--- src/rtl/ss_seq_pkg.sv ---
package ss_seq_pkg;

  typedef enum logic [1:0] {
    ST_OFF  = 2'd0,
    ST_CAL  = 2'd1,
    ST_RAMP = 2'd2,
    ST_DONE = 2'd3
  } seqState_t;

  // Strobes from the sequencing control to the ramp datapath
  typedef struct packed {
    logic clrRamp;  // zero the DAC code and the prescaler
    logic stepEn;   // prescaler runs, DAC code may advance
    logic capture;  // latch the configuration inputs
  } seqStrobe_t;

endpackage

--- src/rtl/ss_ramp_dp.sv ---
module ss_ramp_dp
  import ss_seq_pkg::*;
#(
  parameter int DAC_W         = 6,
  parameter int FULL_CODE     = 48,
  parameter int BASE_PRESCALE = 3
) (
  input  logic             clk,
  input  logic             rstN,
  input  seqStrobe_t       strobe,
  input  logic [2:0]       freqSel,
  input  logic [1:0]       rampSel,
  input  logic             fccmSel,
  output logic [DAC_W-1:0] dacCode,
  output logic [2:0]       freqCode,
  output logic [1:0]       rampCode,
  output logic             fccmCode,
  output logic             atFull
);

  localparam int PRE_W = $clog2(BASE_PRESCALE * 8) + 1;
  localparam logic [DAC_W-1:0] FULL = DAC_W'(FULL_CODE);

  logic [PRE_W-1:0] stepTable [4];
  logic [PRE_W-1:0] stepLast;
  logic [PRE_W-1:0] preCnt;

  // One terminal count per ramp code; each doubles the previous one
  genvar g;
  for (g = 0; g < 4; g++) begin : g_step
    assign stepTable[g] = PRE_W'((BASE_PRESCALE << g) - 1);
  end

  assign stepLast = stepTable[rampCode];
  assign atFull   = (dacCode == FULL);

  // Configuration snapshot, taken once per enable cycle
  always_ff @(posedge clk or negedge rstN) begin
    if (!rstN) begin
      freqCode <= '0;
      rampCode <= '0;
      fccmCode <= 1'b0;
    end else if (strobe.capture) begin
      freqCode <= freqSel;
      rampCode <= rampSel;
      fccmCode <= fccmSel;
    end
  end

  // Prescaled linear ramp
  always_ff @(posedge clk or negedge rstN) begin
    if (!rstN) begin
      preCnt  <= '0;
      dacCode <= '0;
    end else if (strobe.clrRamp) begin
      preCnt  <= '0;
      dacCode <= '0;
    end else if (strobe.stepEn) begin
      if (preCnt == stepLast) begin
        preCnt <= '0;
        if (!atFull) dacCode <= dacCode + 1'b1;
      end else begin
        preCnt <= preCnt + 1'b1;
      end
    end
  end

  p_dac_bounded_r4 : assert property (@(posedge clk) disable iff (!rstN)
    dacCode <= FULL);

  p_dac_step_r4 : assert property (@(posedge clk) disable iff (!rstN)
    !strobe.clrRamp |=> (dacCode == $past(dacCode) || dacCode == $past(dacCode) + 1'b1));

  p_cfg_hold_r3 : assert property (@(posedge clk) disable iff (!rstN)
    !strobe.capture |=> $stable({freqCode, rampCode, fccmCode}));

endmodule

--- src/rtl/ss_seq_ctrl.sv ---
module ss_seq_ctrl
  import ss_seq_pkg::*;
#(
  parameter int CAL_CYCLES = 20
) (
  input  logic       clk,
  input  logic       rstN,
  input  logic       enable,
  input  logic       restartReq,
  input  logic       powerGood,
  input  logic       fccmCode,
  input  logic       atFull,
  output seqStrobe_t strobe,
  output seqState_t  state,
  output logic       forcedCont
);

  localparam int CAL_W = (CAL_CYCLES > 1) ? $clog2(CAL_CYCLES) : 1;
  localparam logic [CAL_W-1:0] CAL_LAST = CAL_W'(CAL_CYCLES - 1);

  seqState_t        stateNext;
  logic [CAL_W-1:0] calCnt;
  logic             calDone;
  logic             restartOk;
  logic             fcNext;

  assign calDone   = (state == ST_CAL) && (calCnt == CAL_LAST);
  assign restartOk = restartReq && ((state == ST_RAMP) || (state == ST_DONE));

  always_comb begin
    stateNext = state;
    if (!enable) begin
      stateNext = ST_OFF;
    end else begin
      unique case (state)
        ST_OFF:  stateNext = ST_CAL;
        ST_CAL:  if (calDone) stateNext = ST_RAMP;
        ST_RAMP: if (restartOk) stateNext = ST_RAMP;
                 else if (atFull) stateNext = ST_DONE;
        ST_DONE: if (restartOk) stateNext = ST_RAMP;
        default: stateNext = ST_OFF;
      endcase
    end
  end

  always_comb begin
    strobe.capture = enable && calDone;
    strobe.stepEn  = enable && (state == ST_RAMP);
    strobe.clrRamp = !enable || restartOk || (state == ST_OFF) || (state == ST_CAL);
  end

  // Forced continuous conduction only after power good is seen in done
  assign fcNext = (stateNext == ST_DONE) && fccmCode && (forcedCont || powerGood);

  always_ff @(posedge clk or negedge rstN) begin
    if (!rstN) begin
      state      <= ST_OFF;
      calCnt     <= '0;
      forcedCont <= 1'b0;
    end else begin
      state      <= stateNext;
      calCnt     <= (enable && state == ST_CAL && !calDone) ? calCnt + 1'b1 : '0;
      forcedCont <= fcNext;
    end
  end

  p_disable_off_r8 : assert property (@(posedge clk) disable iff (!rstN)
    !enable |=> (state == ST_OFF && !forcedCont));

  p_fc_gate_r7 : assert property (@(posedge clk) disable iff (!rstN)
    forcedCont |-> (state == ST_DONE && fccmCode));

  p_restart_rerun_r9 : assert property (@(posedge clk) disable iff (!rstN)
    (enable && restartReq && (state == ST_RAMP || state == ST_DONE)) |=> state == ST_RAMP);

endmodule

--- src/rtl/ss_sequencer.sv ---
module ss_sequencer
  import ss_seq_pkg::*;
#(
  parameter int CAL_CYCLES    = 20,
  parameter int DAC_W         = 6,
  parameter int FULL_CODE     = 48,
  parameter int BASE_PRESCALE = 3
) (
  input  logic             clk,
  input  logic             rstN,
  input  logic             enable,
  input  logic [2:0]       freqSel,
  input  logic [1:0]       rampSel,
  input  logic             fccmSel,
  input  logic             powerGood,
  input  logic             restartReq,
  output logic [DAC_W-1:0] dacCode,
  output logic             switchEn,
  output logic [2:0]       freqCode,
  output logic [1:0]       rampCode,
  output logic             fccmCode,
  output logic             ssDone,
  output logic             forcedCont
);

  seqStrobe_t strobe;
  seqState_t  state;
  logic       atFull;

  ss_seq_ctrl #(.CAL_CYCLES(CAL_CYCLES)) u_ctrl (
    .clk        (clk),
    .rstN       (rstN),
    .enable     (enable),
    .restartReq (restartReq),
    .powerGood  (powerGood),
    .fccmCode   (fccmCode),
    .atFull     (atFull),
    .strobe     (strobe),
    .state      (state),
    .forcedCont (forcedCont)
  );

  ss_ramp_dp #(
    .DAC_W         (DAC_W),
    .FULL_CODE     (FULL_CODE),
    .BASE_PRESCALE (BASE_PRESCALE)
  ) u_dp (
    .clk      (clk),
    .rstN     (rstN),
    .strobe   (strobe),
    .freqSel  (freqSel),
    .rampSel  (rampSel),
    .fccmSel  (fccmSel),
    .dacCode  (dacCode),
    .freqCode (freqCode),
    .rampCode (rampCode),
    .fccmCode (fccmCode),
    .atFull   (atFull)
  );

  assign switchEn = (state == ST_RAMP) || (state == ST_DONE);
  assign ssDone   = (state == ST_DONE);

  p_done_full_r6 : assert property (@(posedge clk) disable iff (!rstN)
    ssDone |-> dacCode == DAC_W'(FULL_CODE));

endmodule

--- config.mk ---
export PLATFORM = sky130hd
export DESIGN_NAME = ss_sequencer
export DESIGN_NICKNAME = d
export VERILOG_FILES = /design/src/rtl/ss_seq_pkg.sv /design/src/rtl/ss_ramp_dp.sv /design/src/rtl/ss_seq_ctrl.sv /design/src/rtl/ss_sequencer.sv
export SDC_FILE = /design/constraint.sdc
export NUM_CORES = 1
export LEC_CHECK = 0
export BUFFER_PORTS_ARGS = -buffer_cell sky130_fd_sc_hd__buf_2
export CAP_MARGIN = 20
export CORE_MARGIN = 5
export CORE_UTILIZATION = 40
export DETAILED_ROUTE_END_ITERATION = 12
export HOLD_SLACK_MARGIN = 0.05
export PLACE_DENSITY_LB_ADDON = 0.1
export SLEW_MARGIN = 20
export SYNTH_ARGS = -nofsm -noshare
export SYNTH_HDL_FRONTEND = slang
export SYNTH_SLANG_ARGS = --single-unit
export TNS_END_PERCENT = 50
--- constraint.sdc ---
create_clock -name clk -period 2.4 [get_ports clk]
set_input_delay 0.24 -clock clk [delete_from_list [all_inputs] [get_ports clk]]
set_output_delay 0.24 -clock clk [all_outputs]
set_load 0.005 [all_outputs]
==> impl_metrics.csv <==
group,metric,value,unit
floorplanning,io_pins,26,
setup_path,required,2640,ps
yosys,synth.avg_cell_area,10.3,sq um
global_routing,antenna_found_initial,0,
yosys,synth_edf_count,0,
global_routing,grt_max_degree,27,
routing,drt_iter0_markers,57,
floorplanning,initial_core_util,41.0,%
sta,hold_violations,0,
setup_path,arrival,2430,ps
yosys,synthCells,132,
clock_network,cts_htree_levels,1,
yosys,syn_area,1360,sq um
place,place_hpwl,2080,microns
setup_path,critical-path-top-delay-family,"simple AND/OR/NAND/NOR gates",
clock_network,clk_transition_reported_paths,140,ps
cells_and_area,nFillCells,324,
clock_network,clk_path_buf_depth,2,
yosys,ys_ff_latch,26,
floorplanning,die-area,4660,sq um
cells_and_area,final_common_cell,"dfrtp_1",
sta,fin_skew,4.70,ps
cells_and_area,fin_area,1590,sq um
setup_path,cp_slowest_cell,"or4b_4",
routing,ant_nets,0,
sta,fmax,457,MHz
cells_and_area,final_cell_mix,"dfrtp_1 (26), buf_2 (25), nor2_1 (12)",
cells_and_area,diodes,0,
sta,worst_pin_slew,588,ps
floorplanning,core_area,3310,sq um
place,place_congestion,0.789,
yosys,synth_flop_cell,"dfrtp_1",
setup_path,crit_fanout,15,
power,p_per_area,485,nW/um^2
floorplanning,die_h,68.3,microns
sta,fin_crit,2190,ps
setup_path,crit_path_end_kind,"flop",
place,place_area,1530,sq um
cells_and_area,instances_no_fill,205,
cells_and_area,drive_gt1_share,26.4,%
global_routing,grt.overflow.total,0,
place,dp_cells,200,
sta,relSlewSlack,60.8,%
yosys,synthArstFlopShare,100,%
setup_path,critical_path_class,"flop to flop",
routing,drt_drc_violations_left,0,
cells_and_area,area_delta_synth_final,17.2,%
sta,rsz0062_at_grt,"no",
floorplanning,rows,21,
power,p_leak,0.721,nW
clock_network,clock-root-buffer,"clkbuf_4",
clock_network,clk_latency,320,ps
cells_and_area,nets,175,
setup_path,critPathBufInv,0,
min_path,min_path_type,"primary input to flop",
sta,setup_viol,0,
yosys,synth.distinct_cells,42,
status,status,"finished, final reports clean",
clock_network,cts.sinks,26,
power,peakVddDrop,223,uV
clock_network,cts_buffers,3,
clock_network,postCtsResizedCells,0,
sta,tns,0,ps
yosys,ys_seq_area_share,47.9,%
setup_path,path_cells,"or4b_4, o2bb2ai_2, o21ai_2, or4_1, a21oi_1",
sta,slew_violations,0,
setup_path,worst_setup_path_start_kind,"flop",
place,numPortBuffers,25,
global_routing,grt_pass1_wl,4740,microns
yosys,synth_fp_nets,147,
global_routing,first_global_vias,1009,
clock_network,cts_tree,"yes",
setup_path,slowest_delay,560,ps
global_routing,grt_usage,13.6,%
routing,routed_wl,2830,microns
routing,dr.pass1.iters,4,
yosys,ys_warn_count,0,
floorplanning,die_x,68.3,microns
routing,vias,1065,
sta,post-route-worst-setup-slack,214,ps
routing,wire_per_inst,13.8,microns
flow_run,drv_cap,0,
routing,viasPerCell,5.20,
sta,period_share,91.1,%
place,place_ws,250,ps
[cells in the mapped netlist (2+ instances only)]
library cell | number | area share [%]
o31ai_1 | 2 | 1.1
nand3_1 | 6 | 2.2
or4_1 | 2 | 1.1
inv_1 | 5 | 1.4
ha_1 | 4 | 3.7
nor3_1 | 3 | 1.1
a31oi_1 | 2 | 0.92
or3_1 | 2 | 0.92
nor2_1 | 12 | 3.3
clkbuf_1 | 4 | 1.1
nand3b_1 | 4 | 2.2
a21oi_1 | 8 | 2.9
o21a_1 | 2 | 1.1
nor4_1 | 2 | 0.92
nand2_1 | 9 | 2.5
nor3b_1 | 2 | 1.1
o21ai_0 | 5 | 1.8
xnor2_1 | 4 | 2.6
dfrtp_1 | 26 | 48
mux2_2 | 6 | 5.0
[power by group]
| group | leakage [nW] | switching, W | internal (W) |
|---|---|---|---|
| Sequential | 0.360 | 0.00000497 | 0.000441 |
| Clock | 0.0279 | 0.000129 | 0.000169 |
| Combinational | 0.333 | 0.0000168 | 0.0000123 |
[layer usage]
layer  global-route usage (%)  vias up  wire length [microns]
li1                         -      535                      -
met1                     17.7      510                   1300
met2                     22.3       18                   1400
met3                     2.13        2                    104
met4                     5.96        0                     25
met5                        0        -                      0
[worst reg2reg max path: stages (launching register included)]
cell	delay, ps
dfrtp_1	480
or4b_4	560
o2bb2ai_2	180
o21ai_2	190
or4_1	540
a21oi_1	150
[cells by family (layout without fill, tap and decap cells)]
kind of cell | after synthesis | after routing | synth area share [%]
and+or+nand+nor | 53 | 53 | 22.7
AOI/OAI and AO/OA | 27 | 27 | 13.5
DFF | 26 | 26 | 47.9
buffers and inverters | 10 | 37 | 3.31
muxes | 7 | 7 | 5.71
xor gates and xnor gates | 5 | 5 | 3.22
adders and majority gates | 4 | 4 | 3.68
[metrics by stage]
stage          hold WS, ps  util [%]  total power, W
3_3_place_gp           275      46.2        0.000482
3_5_place_dp           281      46.2        0.000483
5_1_grt                121      48.1        0.000805
4_1_cts                126      48.1        0.000787
6_report               143      48.1        0.000772
2_1_floorplan        -55.6         -        0.000461
[flip-flops by register name, summed over array words and instances (netlist names)]
signal	flops
u_dp.rampCode	2
u_ctrl.state	2
u_dp.freqCode	3
u_dp.fccmCode	1
u_ctrl.calCnt	5
u_dp.preCnt	6
u_dp.dacCode	6
u_ctrl.forcedCont	1
[timing repair]
| item | in CTS | in global routing |
|---|---|---|
| hold buffers | 1 | 0 |
| hold endpoints to repair | 26 | 0 |
| buffers inserted | 0 | 0 |
[worst paths after layout]
check	slack [ps]	depth (start not counted)	startpoint	end
worst max-delay path	210	5	u_dp.rampCode[1]	u_dp.dacCode[3]
worst min-delay path	140	2	freqSel[1]	u_dp.freqCode[1]
worst max register to register	210	5	u_dp.rampCode[1]	u_dp.dacCode[3]
worst min register to register	480	1	u_ctrl.calCnt[0]	u_ctrl.calCnt[0]
max in group asynchronous	1580	2	rstN	u_dp.preCnt[1]
min in group asynchronous	430	2	rstN	u_ctrl.calCnt[2]
[cell type report]
class / count / area, sq um / area share [%]
Sequential cell: 26 / 651 / 40.8
Multi-Input combinational cell: 96 / 663 / 41.6
Clock inverter: 1 / 30.0 / 1.89
Clock buffer: 3 / 22.5 / 1.41
Tap cell: 46 / 57.6 / 3.61
Inverter: 5 / 18.8 / 1.18
Timing Repair Buffer: 28 / 150 / 9.43
No activity file was read; power rests on OpenSTA's default activity.
